`src/rtl/sc_pkg.sv`:
```
package sc_pkg;
   typedef enum logic [1:0] {
      M_PRESC = 2'b00,
      M_DELAY = 2'b01,
      M_IMMED = 2'b10,
      M_HOLD  = 2'b11
   } sc_mode_e;

   typedef enum logic [1:0] {
      SRC_PIN   = 2'b00,
      SRC_MCLK  = 2'b01,
      SRC_CHAIN = 2'b10,
      SRC_PIN2  = 2'b11
   } sc_src_e;
endpackage

```
`src/rtl/sc_in_sel.sv`:
```
module sc_in_sel #(
   parameter int SYNC_N = 2
) (
   input  logic       clk,
   input  logic       rst_n,
   input  logic       pin_in,
   input  logic       chain_in,
   input  logic [1:0] src_sel,
   output logic       s_cur,
   output logic       s_prev
);
   import sc_pkg::*;

   logic [SYNC_N-1:0] sync_q;
   logic              mclk_tgl;

   always_ff @(posedge clk or negedge rst_n) begin
      if (!rst_n) begin
         sync_q   <= '0;
         mclk_tgl <= 1'b0;
         s_prev   <= 1'b0;
      end else begin
         sync_q   <= {sync_q[SYNC_N-2:0], pin_in};
         mclk_tgl <= ~mclk_tgl;
         s_prev   <= s_cur;
      end
   end

   always_comb begin
      unique case (sc_src_e'(src_sel))
         SRC_MCLK:  s_cur = mclk_tgl;
         SRC_CHAIN: s_cur = chain_in;
         default:   s_cur = sync_q[SYNC_N-1];
      endcase
   end
endmodule

```
`src/rtl/sc_tick_sel.sv`:
```
module sc_tick_sel #(
   parameter int N_TICK = 4,
   parameter int SEL_W  = 2
) (
   input  logic [N_TICK-2:0] ext_ticks,
   input  logic [SEL_W-1:0]  tick_sel,
   output logic              tick
);
   logic [N_TICK-1:0] all_ticks;

   assign all_ticks = {ext_ticks, 1'b1};

   if (N_TICK == (1 << SEL_W)) begin : g_full
      assign tick = all_ticks[tick_sel];
   end else begin : g_guard
      assign tick = (tick_sel < SEL_W'(N_TICK)) ? all_ticks[tick_sel] : 1'b0;
   end
endmodule

```
`src/rtl/sc_core.sv`:
```
module sc_core #(
   parameter int CNT_W = 16
) (
   input  logic             clk,
   input  logic             rst_n,
   input  sc_pkg::sc_mode_e mode_q,
   input  logic [CNT_W-1:0] lim_q,
   input  logic             edge_rise,
   input  logic             cfg_we,
   input  logic             cfg_chg,
   input  logic             s_cur,
   input  logic             s_prev,
   input  logic             tick,
   output logic             sig_out,
   output logic             rise_pls,
   output logic             fall_pls
);
   import sc_pkg::*;

   logic [CNT_W-1:0] cnt_q, cnt_n;
   logic             lock_q, lock_n, out_n;
   logic [CNT_W:0]   cnt_inc, lim_eff;
   logic             edge_hit, reach;

   assign cnt_inc  = {1'b0, cnt_q} + 1'b1;
   assign lim_eff  = (lim_q == '0) ? (CNT_W+1)'(1) : {1'b0, lim_q};
   assign reach    = (cnt_inc >= lim_eff);
   assign edge_hit = edge_rise ? (s_cur & ~s_prev) : (~s_cur & s_prev);

   always_comb begin
      out_n  = sig_out;
      cnt_n  = cnt_q;
      lock_n = lock_q;
      if (cfg_we) begin
         if (cfg_chg) begin
            cnt_n  = '0;
            lock_n = 1'b0;
         end
      end else begin
         unique case (mode_q)
            M_PRESC: begin
               out_n = 1'b0;
               if (edge_hit) begin
                  if (reach) begin
                     cnt_n = '0;
                     out_n = 1'b1;
                  end else begin
                     cnt_n = cnt_inc[CNT_W-1:0];
                  end
               end
            end
            M_DELAY: begin
               if (s_cur == sig_out) begin
                  cnt_n = '0;
               end else if (tick) begin
                  if (reach) begin
                     cnt_n = '0;
                     out_n = s_cur;
                  end else begin
                     cnt_n = cnt_inc[CNT_W-1:0];
                  end
               end
            end
            M_IMMED: begin
               if (lock_q) begin
                  if (tick) begin
                     if (reach) begin
                        cnt_n  = '0;
                        lock_n = 1'b0;
                     end else begin
                        cnt_n = cnt_inc[CNT_W-1:0];
                     end
                  end
               end else if (s_cur != sig_out) begin
                  out_n  = s_cur;
                  lock_n = 1'b1;
                  cnt_n  = '0;
               end
            end
            default: ;
         endcase
      end
   end

   always_ff @(posedge clk or negedge rst_n) begin
      if (!rst_n) begin
         cnt_q    <= '0;
         lock_q   <= 1'b0;
         sig_out  <= 1'b0;
         rise_pls <= 1'b0;
         fall_pls <= 1'b0;
      end else begin
         cnt_q    <= cnt_n;
         lock_q   <= lock_n;
         sig_out  <= out_n;
         rise_pls <= out_n & ~sig_out;
         fall_pls <= ~out_n & sig_out;
      end
   end
endmodule

```
`src/rtl/sig_cond_cell.sv`:
```
module sig_cond_cell #(
   parameter int CNT_W  = 16,
   parameter int N_TICK = 4,
   parameter int SYNC_N = 2,
   localparam int SEL_W = (N_TICK > 1) ? $clog2(N_TICK) : 1
) (
   input  logic              clk,
   input  logic              rst_n,
   input  logic              pin_in,
   input  logic              chain_in,
   input  logic [N_TICK-2:0] ext_ticks,
   input  logic              cfg_we,
   input  logic [1:0]        cfg_mode,
   input  logic [1:0]        cfg_src,
   input  logic [SEL_W-1:0]  cfg_tick_sel,
   input  logic              cfg_rise,
   input  logic [CNT_W-1:0]  cfg_limit,
   output logic              sig_out,
   output logic              rise_pls,
   output logic              fall_pls
);
   import sc_pkg::*;

   if (CNT_W < 2)  begin : g_bad_cnt  $error("CNT_W must be at least 2");  end
   if (N_TICK < 2) begin : g_bad_tick $error("N_TICK must be at least 2"); end
   if (SYNC_N < 2) begin : g_bad_sync $error("SYNC_N must be at least 2"); end

   sc_mode_e         mode_q;
   logic [1:0]       src_q;
   logic [SEL_W-1:0] tsel_q;
   logic             rise_q;
   logic [CNT_W-1:0] lim_q;
   logic             cfg_chg, s_cur, s_prev, tick;

   always_ff @(posedge clk or negedge rst_n) begin
      if (!rst_n) begin
         mode_q <= M_HOLD;
         src_q  <= 2'b00;
         tsel_q <= '0;
         rise_q <= 1'b1;
         lim_q  <= '0;
      end else if (cfg_we) begin
         mode_q <= sc_mode_e'(cfg_mode);
         src_q  <= cfg_src;
         tsel_q <= cfg_tick_sel;
         rise_q <= cfg_rise;
         lim_q  <= cfg_limit;
      end
   end

   assign cfg_chg = (cfg_mode != mode_q) || (cfg_limit != lim_q);

   sc_in_sel #(.SYNC_N(SYNC_N)) u_in (
      .clk(clk), .rst_n(rst_n), .pin_in(pin_in), .chain_in(chain_in),
      .src_sel(src_q), .s_cur(s_cur), .s_prev(s_prev)
   );

   sc_tick_sel #(.N_TICK(N_TICK), .SEL_W(SEL_W)) u_tick (
      .ext_ticks(ext_ticks), .tick_sel(tsel_q), .tick(tick)
   );

   sc_core #(.CNT_W(CNT_W)) u_core (
      .clk(clk), .rst_n(rst_n), .mode_q(mode_q), .lim_q(lim_q),
      .edge_rise(rise_q), .cfg_we(cfg_we), .cfg_chg(cfg_chg),
      .s_cur(s_cur), .s_prev(s_prev), .tick(tick),
      .sig_out(sig_out), .rise_pls(rise_pls), .fall_pls(fall_pls)
   );
endmodule

```
`config.mk`:
```
export PLATFORM = sky130hd
export DESIGN_NAME = sig_cond_cell
export DESIGN_NICKNAME = d
export VERILOG_FILES = /design/src/rtl/sc_pkg.sv /design/src/rtl/sc_in_sel.sv /design/src/rtl/sc_tick_sel.sv /design/src/rtl/sc_core.sv /design/src/rtl/sig_cond_cell.sv
export SDC_FILE = /design/constraint.sdc
export NUM_CORES = 1
export LEC_CHECK = 0
export ABC_AREA = 1
export CELL_PAD_IN_SITES_DETAIL_PLACEMENT = 1
export CELL_PAD_IN_SITES_GLOBAL_PLACEMENT = 1
export CORE_AREA = 2 2 96 98
export DETAILED_ROUTE_END_ITERATION = 12
export DIE_AREA = 0 0 98 100
export HOLD_SLACK_MARGIN = 0.08
export PLACE_DENSITY_LB_ADDON = 0.1
export SYNTH_ARGS = -nofsm -noshare
export SYNTH_HDL_FRONTEND = slang
export SYNTH_SLANG_ARGS = --single-unit
```
`constraint.sdc`:
```
create_clock -name clk -period 2.53 [get_ports clk]
set_input_delay 0.506 -clock clk [delete_from_list [all_inputs] [get_ports clk]]
set_output_delay 0.506 -clock clk [all_outputs]
set_load 0.02 [all_outputs]
```
# Word-level counts from Yosys, hierarchy flattened
# Index checks and enable logic that the tools add are counted.
# word_totals
reg_bits	47
inputBits	31
out_inout_bits	3
wordCells	73
# op_classes
add_sub_neg	1
magnitude_cmp	2
n_eq_ne	11
n_mux	30
n_bitwise	9
reduce_logical	7
# op_table
operator	n
$mux 16	9
$pmux 16 s3	1
$add 16x1->17 const B	1
$ge 17x17->1	1
$mux 1	17
$logic_not 16->1	1
$ne 16x16->1	1
$not 1->1	5
$and 1x1->1	4
$eq 2x1->1 const B	2
$eq 2x2->1 const B	2
$ne 4x2->1 const B	1
$reduce_and 4->1	1
$reduce_bool 4->1	1
$lt 2x3->1 const B	1
$ne 3x2->1 const B	1
$pmux 1 s3	1
$bmux 1 s2	1
$logic_not 2->1	1
$ne 2x1->1 const B	1
$ne 2x2->1	1
$pmux 1 s2	1
$reduce_and 2->1	1
$reduce_bool 2->1	1
3 further kinds	3

# Logic depth before layout (Yosys ltp)
# Gate-level depths: netlist of run 1.
# logic_depth
ltp_word	10
mapped_depth	21
ltp_nobuf	21

# By module
# Synthesis of run 1 repeated with hierarchy kept, for this count alone.
# unflattened
hier_cells	474
area_unflattened_um2	3430.8
# modules_own_cells
mod	instances	cells_per_inst	area_each_um2	seq_area_each_um2
sc_core	1	300	2034.5	500.5
sig_cond_cell	1	150	1194.9	579.3
sc_in_sel	1	16	162.7	100.1
sc_tick_sel	1	8	38.8	0.0

# Worst setup path after synthesis of run 1
# OpenSTA, ideal clock, no wires.
# synth_timing
path_kind	flip-flop to flip-flop
from	register u_core.cnt_q[0]
to	register u_core.cnt_q[9]
setup_ns	0.116
t_arrival_ns	2.531
t_required_ns	2.414
slack_ns	-0.118
path_stages_with_launch	22
n_path_buf	1
synth_period_minus_slack_ns	2.648
cell_sequence	dfrtp_1 ha_1 nand2_2 nor2_4 nand2_2 nor2_2 nand3_1 nor2_1 xor2_1 ha_1 nand2_1 nor2_1 nand2_1 o21ai_0 nand2_1 nand3_4 nor2_4 buf_6 nand2_1 o21ai_0 nand2_1 nand2_1
# synth_between
elab_chain_cells	7
word_cells_on_any_way	9
cone_classes	add/sub (1); order compare (1); mux (7)
# synth_lines
element	line_no	source
start, declared	sc_core.sv:20	logic [CNT_W-1:0] cnt_q, cnt_n;
start signal, assigned	sc_core.sv:93	cnt_q <= cnt_n;
$add 16x1->17 *	sc_core.sv:25	assign cnt_inc = {1'b0, cnt_q} + 1'b1;
$ge 17x17->1	sc_core.sv:27	assign reach = (cnt_inc >= lim_eff);
$mux 16 *	sc_core.sv:44, sc_core.sv:56, sc_core.sv:67	
$mux 16	sc_core.sv:55	end else if (tick) begin
$mux 16 (on tied branches)	sc_core.sv:65, sc_core.sv:53	
$pmux 16 s3 *	sc_core.sv:40	unique case (mode_q)
$mux 16 *	sc_core.sv:34	if (cfg_we) begin
# Every way passes the cells marked *; elsewhere a longest branch is shown, timed or not. The select of a mux whose other input is x is not followed.
# A chain may end at the register's enable or synchronous reset.

# Final worst setup path of run 1
# layout_timing
from	register u_core.cnt_q[1]
to	register u_core.cnt_q[6]
# Same word-level chain as after synthesis.

==> results of run 1 <==
==> timing repair <==
| action | in CTS | in global routing |
|---|---|---|
| gates resized for setup | 7 | 37 |
| buffers inserted | 5 | 4 |
| cloned | 0 | 0 |
| endpoints found under the setup margin | 20 | 20 |
| pin swaps | 5 | 22 |
==> area by class of cell <==
| class | instances | area share (%) |
|---|---|---|
| Clock buffer | 7 | 1.76 |
| Clock inverter | 1 | 0.693 |
| Inverter | 54 | 4.68 |
| Multi-Input combinational cell | 334 | 45.9 |
| Sequential cell | 47 | 27.2 |
| Tap cell | 111 | 3.21 |
| Timing Repair Buffer | 82 | 16.5 |
==> power by group through the flow <==
stage                     registers (uW)  clock network, uW  logic, uW
after detailed placement             868                  0        559
after CTS                            854                579        574
after floorplan                      873                  0        313
after global routing                 864                602        678
after global placement               865                  0        545
final                                856                549        599
==> sequential cells by signal, indices dropped and copies added, names as in the netlist <==
register and cells:
lim_q 16, u_core.sig_out 1, u_core.fall_pls 1, tsel_q 2, u_core.rise_pls 1, u_in.sync_q 2
u_core.lock_q 1, u_in.mclk_tgl 1, rise_q 1, mode_q 2, src_q 2, u_core.cnt_q 16
u_in.s_prev 1
==> metal layers <==
layer	part of all wire, %	routed length [um]	vias up
met3	2.1	189	7
met2	51	4640	27
met5	0	0	-
li1	-	-	1554
met1	46	4140	1457
met4	1.1	99	0
==> cells by family (layout without fill, tap and decap cells) <==
logic type / after synthesis / after routing / share of synthesized area (%)
buf+inv: 65 / 144 / 8.25
compound gates: 48 / 48 / 7.87
xor+xnor: 27 / 27 / 7.29
simple gates: 236 / 236 / 31.4
flops: 47 / 47 / 36.4
fa+ha+maj: 23 / 23 / 8.87
==> final timing paths <==
| path | from | endpoint | cells after the start | slack [ns] |
|---|---|---|---|---|
| min in group clk | u_in.sync_q[0] | u_in.sync_q[1] | 0 | 0.37 |
| max in group asynchronous | rst_n | lim_q[10] | 2 | 1.72 |
| worst max register to register | u_core.cnt_q[1] | u_core.cnt_q[6] | 21 | -0.26 |
| worst min register to register | u_in.sync_q[0] | u_in.sync_q[1] | 0 | 0.37 |
| worst min-delay path | rst_n | src_q[0] | 1 | 0.19 |
| worst max-delay path | u_core.cnt_q[1] | u_core.cnt_q[6] | 21 | -0.26 |
==> placed cells by master, fill, tap and decap left out, drive strengths merged <==
cell,instances
inv,53
nand4,11
dfrtp,44
clkbuf,7
bufinv,1
and2,1
buf,50
a21oi,9
o21ai,35
o31ai,1
or2,5
dfstp,3
ha,23
clkdlybuf4s50,32
xor2,19
o41ai,1
o211ai,1
nand3,21
nand3b,1
nor3,4
clkinv,1
nor3b,1
nor2,33
xnor2,8
a21o,1
nand2,159
==> metrics by stage <==
stage,util [%],instance area (um2),TNS [ns]
after floorplan,-,3260,-0.518
after global placement,44.9,3990,-3.77
after detailed placement,44.9,3990,-5.12
after CTS,46.6,4140,-5.47
after global routing,48.7,4330,-8.25
final,48.7,4330,-4.41
==> metrics.md, run 1 <==
| Metric | Value |
|---|---|
| Routed Wire Length | `9.07 mm` |
| # DRC | `0` |
| Post-Syn Area | `3240 um2` |
| Worst hold slack | `0.192 ns` |
| Slowest CP cell | `dfrtp_1` |
| Period Utilization, post-route | `110%` |
| Share of cells above drive strength 1 | `20.6%` |
| Most common flop cell mapped by yosys | `dfrtp_1` |
| Initial antenna violation count | `0` |
| Post-DR wirelength/cell | `14.3 um` |
| Cell leakage power | `0.00217 uW` |
| Internal power | `1370 uW` |
| Final setup vio count | `20` |
| CP Data Required Time | `2.72 ns` |
| Failing checks | `setup timing` |
| Setup Skew | `0.0115 ns` |
| CTS Hold Bufs | `0` |
| All-Layer GR Usage | `19.3%` |
| Die ar. | `9800 um2` |
| Seq. cell area | `1180 um2` |
| Met2 GRT Util | `34.8%` |
| Largest area contributor in the netlist | `dfrtp_1` |
| Clk pwr share | `27.4%` |
| Post-DP HPWL | `7.09 mm` |
| Top Usage Layer GRT | `met2` |
| Worst-Skew Late Latency | `0.30 ns` |
| Htree depth | `2` |
| RSZ-0062 raised after global routing | `yes` |
| Comb pwr share | `29.9%` |
| Sw Pwr | `638 uW` |
| CTS Root Cell | `clkbuf_8` |
| Global placer's final weighted congestion | `0.820` |
| CP Capture Type | `flip-flop` |
| Post-Place Worst Slack | `-0.343 ns` |
| CTS tree | `yes` |
| Post-synth top area share | `33.9%` |
| TritonRoute pass-1 iters | `4` |
| Buffers & Inverters on Critical Path | `2` |
| Maximum clock rate | `359 MHz` |
| Global route total overflow | `0` |
| CP Class | `flip-flop to flip-flop` |
| Yosys Warn Count | `0` |
| Synthesized instance count | `446` |
| Detailed router's first-iteration violation count | `82` |
| Via density | `4.79` |
| First-pass GRT wire length | `15.1 mm` |
| Max incr delay on CP | `0.42 ns` |
| Fill count | `1127` |
| Die Span X | `98 um` |
| Met1 Track Usage GR | `24.5%` |
| CP most frequent cell | `nor2_4` |
| PD cells | `463 nW/um2` |
| Starting density of the core | `36.5%` |
| Row cnt | `35` |
| Slew Viols, Final | `0` |
| Setup ws final | `-0.257 ns` |
| Inserted Diodes | `0` |
| Post-synthesis sequential area ratio | `36.4%` |
| Max_cap viols | `0` |
| Nets | `578` |
| Syn nets | `500` |
| Core area | `8890 um2` |
| Met3 usage | `2.65%` |
| Final min period | `2.79 ns` |
| Largest net degree at the start of global routing | `33` |
| Mean area per synthesized cell | `7.27 um2` |
| Crit path arrival time | `2.98 ns` |
| Most common cell in the netlist | `nand2_1` |
| Distinct cell type count after synthesis | `33` |
| Sink Count | `47` |
| Fin. Hold Viols | `0` |
| Clock transition at the registers of the reported paths | `0.09 ns` |
| Placed cell count | `621` |
| Port bufs | `33` |
| Total power | `2000 uW` |
| Area occupied by multi-input gates | `1990 um2` |
| Hold Path Class | `primary input to asynchronous set/reset pin` |
| Post-synth EDFFs | `0` |
| Outcome | `complete, but fails checks` |
| Die Ht | `100 um` |
| Top Ports | `34` |
| Number of global-route vias before repair | `3194` |
| Seq pwr share | `42.7%` |
| Antenna Violating Nets Remaining | `0` |
| Area Overhead vs Synth | `33.5%` |
| Delay-heaviest family, CP | `simple AND/OR/NAND/NOR gates` |
| Crit-path cells | `ha_2 > nand2_2 > nor2_4 > nand2_4 > nor2_4 > nand3_4 > xor2_1 > inv_2 > ha_4 > nand2_4 > nor2_4 > nand4_1 > nor2_2 > nand2_2 > nand3_4 > nor2_4 > buf_12 > nand2_1 > o21ai_0 > nand2_1 > nand2_1` |
| Max Buffers Root-to-Sink | `2` |
| Detailed-route via count | `3045` |
| Critical Path Fanout Max | `13` |
| Worst vdd ir | `0.000198 V` |
| Sw Ratio | `31.8%` |
| CTS buffer count | `5` |
| CP startpoint kind | `flip-flop` |
| Transition time at the pin with the least slew margin | `0.570 ns` |
| Commonest cells in the netlist | `nand2_1 (156), inv_1 (53), dfrtp_1 (44), o21ai_0 (33), nor2_1 (29)` |
| FF+latch count, synth | `47` |
| Finished Layout Cells | `636` |
| Max-slew headroom | `62.0%` |
| Async S/R FF share, synth | `100%` |
| Top post-synthesis cells by area | `dfrtp_1 (34%), nand2_1 (18%), ha_1 (8.9%), inv_1 (6.1%), xor2_1 (5.1%)` |
(Power assumes the default switching activity.)
==> inputs of run 2 (changes only) <==
--- a/config.mk
+++ b/config.mk
@@ -8,11 +8,12 @@
 export ABC_AREA = 1
 export CELL_PAD_IN_SITES_DETAIL_PLACEMENT = 1
 export CELL_PAD_IN_SITES_GLOBAL_PLACEMENT = 1
-export CORE_AREA = 2 2 96 98
+export CORE_AREA = 2 2 99 101
 export DETAILED_ROUTE_END_ITERATION = 12
-export DIE_AREA = 0 0 98 100
+export DIE_AREA = 0 0 101 103
 export HOLD_SLACK_MARGIN = 0.08
 export PLACE_DENSITY_LB_ADDON = 0.1
 export SYNTH_ARGS = -nofsm -noshare
 export SYNTH_HDL_FRONTEND = slang
+export SYNTH_HIERARCHICAL = 1
 export SYNTH_SLANG_ARGS = --single-unit
==> metrics.md, run 2 <==
| Metric | Value |
|---|---|
| Outcome | `complete, but fails checks` |
| Failing checks | `setup timing` |
| CP Class | `flip-flop to flip-flop` |
| Commonest non-fill, non-tap cell in the layout | `nand2_1` |
| Largest area contributor in the netlist | `dfrtp_1` |
| Syn nets | `528` |
| Fill count | `1168` |
| Hold Path Class | `primary input to asynchronous set/reset pin` |
| Top Ports | `34` |
| CP startpoint kind | `flip-flop` |
| CP Capture Type | `flip-flop` |
| CTS Hold Bufs | `0` |
| Final min period | `3.04 ns` |
| Die Ht | `103 um` |
| Biggest registers after layout | `lim_q: 16 flops, u_core/cnt_q: 16 flops` |
| Top post-synthesis cells by area | `dfrtp_1 (32%), nand2_1 (15%), inv_1 (9.5%), ha_1 (8.4%), o21ai_0 (5.1%)` |
| TritonRoute pass-1 iters | `4` |
| Max_cap viols | `0` |
| Port bufs | `33` |
| Crit-path cells | `ha_2 > nand2_2 > nor2_4 > nand3_4 > nor3_4 > buf_6 > xor2_4 > ha_4 > nand2_4 > inv_2 > nand2_4 > nor2_4 > nand2_2 > nand3_2 > nand2_4 > nand3_4 > o21ai_0 > o211ai_1 > o21ai_0` |
| Sink Count | `47` |
| Met3 usage | `2.64%` |
| Seq. cell area | `1180 um2` |
| Slowest CP cell | `dfrtp_1` |
| CTS buffer count | `5` |
| Final Instance Area | `4640 um2` |
| Final setup vio count | `20` |
| Fin. Hold Viols | `0` |
| Global placer's final weighted congestion | `0.834` |
| Met2 GRT Util | `34.0%` |
| Largest family of logic cells by synthesized area | `simple AND/OR/NAND/NOR gates` |
| Most common cell in the netlist | `nand2_1` |
| Post-synth EDFFs | `0` |
| Global route total overflow | `0` |
| Number of global-route vias before repair | `3379` |
| Max-slew headroom | `63.9%` |
| Synth Area in XOR/XNOR | `4.60%` |
| Largest net degree at the start of global routing | `41` |
| CP Data Required Time | `2.77 ns` |
| Adder-cell share of the synthesized area | `8.39%` |
| Share of cells above drive strength 1 | `24.3%` |
| R2r endpoint | `u_core/cnt_q[8]` |
| Worst vdd ir | `0.000201 V` |
| Reg2Reg Launch Point | `u_core/cnt_q[1]` |
| Core area | `9460 um2` |
| Synthesized instance count | `474` |
| Detailed router's first-iteration violation count | `67` |
| CTS Root Cell | `clkbuf_8` |
| Clock transition at the registers of the reported paths | `0.10 ns` |
| Htree depth | `2` |
| Nets | `604` |
| Commonest cells after routing, fill and taps aside | `nand2_1 (110), inv_1 (85), dfrtp_1 (44)` |
| Post-Syn Area | `3430 um2` |
| Commonest cells in the netlist | `nand2_1 (136), inv_1 (87), dfrtp_1 (44), nor2_1 (36), o21ai_0 (35)` |
| Setup slack, reg-to-reg | `-0.51 ns` |
| Post-DR wirelength/cell | `14.9 um` |
| Synth Area in Simple Gates | `26.2%` |
| Multiplexer share of the synthesized area | `3.17%` |
| Area occupied by multi-input gates | `2160 um2` |
| Setup ws final | `-0.510 ns` |
| Post-DP HPWL | `7.18 mm` |
| Row cnt | `36` |
| Via density | `4.89` |
| Max Buffers Root-to-Sink | `2` |
| Area Overhead vs Synth | `35.2%` |
| Inserted Diodes | `0` |
| Antenna Violating Nets Remaining | `0` |
| Worst-Skew Late Latency | `0.32 ns` |
| Yosys Warn Count | `6` |
| Cell leakage power | `0.00238 uW` |
| First-pass GRT wire length | `15.9 mm` |
| Maximum clock rate | `329 MHz` |
| CTS tree | `yes` |
| Mean area per synthesized cell | `7.24 um2` |
| Synth Area in Compound Gates | `11.3%` |
| All-Layer GR Usage | `19.4%` |
| Most common flop cell mapped by yosys | `dfrtp_1` |
| Initial antenna violation count | `0` |
| Detailed-route via count | `3254` |
| Async S/R FF share, synth | `100%` |
| Routed Wire Length | `9.92 mm` |
| Period Utilization, post-route | `120%` |
| Total power | `2630 uW` |
| Delay-heaviest family, CP | `simple AND/OR/NAND/NOR gates` |
| Post-synth top area share | `32.1%` |
| Dpl cell area | `4110 um2` |
| Post-synthesis sequential area ratio | `34.4%` |
| CP most frequent cell | `nand2_4` |
| Die ar. | `10400 um2` |
| Setup Skew | `0.00518 ns` |
| RSZ-0062 raised after global routing | `yes` |
| Met1 Track Usage GR | `25.3%` |
| Buffers & Inverters on Critical Path | `2` |
| Distinct cell type count after synthesis | `37` |
| Transition time at the pin with the least slew margin | `0.542 ns` |
| # DRC | `0` |
| Max incr delay on CP | `0.41 ns` |
| PD cells | `567 nW/um2` |
| Die Span X | `101 um` |
| Crit path arrival time | `3.28 ns` |
| Top Usage Layer GRT | `met2` |
| R2R cell count | `19` |
| Critical Path Fanout Max | `5` |
| Starting density of the core | `36.3%` |
| FF+latch count, synth | `47` |
| Slew Viols, Final | `0` |
run 2: cell types whose count changed in the layout (fill, tap and decap cells not counted), moves of 5 or more:
cell / delta
buf_4: -7
inv_1: +35
mux2_2: +7
nand2_1: -40
nand2_2: +14
nand2_4: +6
nand4_1: -10
nor2_1: +9
o211ai_1: +12
o21ai_1: +7
xor2_1: -5
run 2: cell families (layout without fill, tap and decap cells):
| kind of cell | after synthesis | after routing |
|---|---|---|
| AND/OR/NAND/NOR | 210 | 211 |
| buffers and inverters | 100 | 176 |
| AO/OA/AOI/OAI | 67 | 67 |
| flip-flops | 47 | 47 |
| adder cells (fa/ha/maj) | 23 | 23 |
| XOR/XNOR | 18 | 18 |
| multiplexers | 9 | 9 |
run 2: worst max-delay path by stage:
stage	startpoint	end	slack [ns]	depth (start not counted)
after floorplan	u_core/cnt_q[0]	u_core/cnt_q[3]	-0.05	20
after global placement	u_core/cnt_q[1]	u_core/cnt_q[2]	-0.31	18
after detailed placement	u_core/cnt_q[1]	u_core/cnt_q[2]	-0.42	18
after CTS	u_core/cnt_q[1]	u_core/cnt_q[12]	-0.32	21
after global routing	u_core/cnt_q[1]	u_core/cnt_q[8]	-0.71	19
final	u_core/cnt_q[1]	u_core/cnt_q[8]	-0.51	19
run 2: layout make-up:
cell class | count | area share, %
clock buffer | 5 | 1.48
clock inverter | 3 | 1.02
inverter | 90 | 7.50
multi-input combinational | 328 | 46.6
sequential | 47 | 25.4
tap | 114 | 3.07
timing repair buffer | 77 | 14.7
timing repair inverter | 1 | 0.135
run 2: power breakdown:
| group | total [uW] | switching [uW] | leakage (uW) | internal (uW) |
|---|---|---|---|---|
| Sequential | 933 | 89.5 | 0.000587 | 843 |
| Combinational | 1090 | 625 | 0.00174 | 469 |
| Clock | 604 | 304 | 0.0000587 | 300 |
run 2: layer usage:
metal	part of all wire [%]	vias to the layer above	wire, um
met4	1.1	0	109
met2	50	32	4940
met5	0	-	0
li1	-	1636	-
met3	2.3	8	230
met1	47	1578	4640
run 2: through the flow:
stage | cells | setup TNS [ns] | hold WS, ns | util (%) | setup slack [ns]
after floorplan | 474 | -0.275 | 0.210 | - | -0.0487
after global placement | 645 | -5.04 | 0.335 | 43.5 | -0.311
after detailed placement | 645 | -6.93 | 0.350 | 43.5 | -0.418
after CTS | 658 | -5.69 | 0.162 | 46.1 | -0.323
after global routing | 665 | -11.60 | 0.177 | 49.0 | -0.714
final | 665 | -7.97 | 0.158 | 49.0 | -0.510
run 2: what timing repair did:
item / in CTS / in global routing
setup buffers: 5 / 5
resized for setup: 22 / 61
endpoints found under the setup margin: 20 / 20
cloned: 0 / 2
pin swaps: 2 / 25
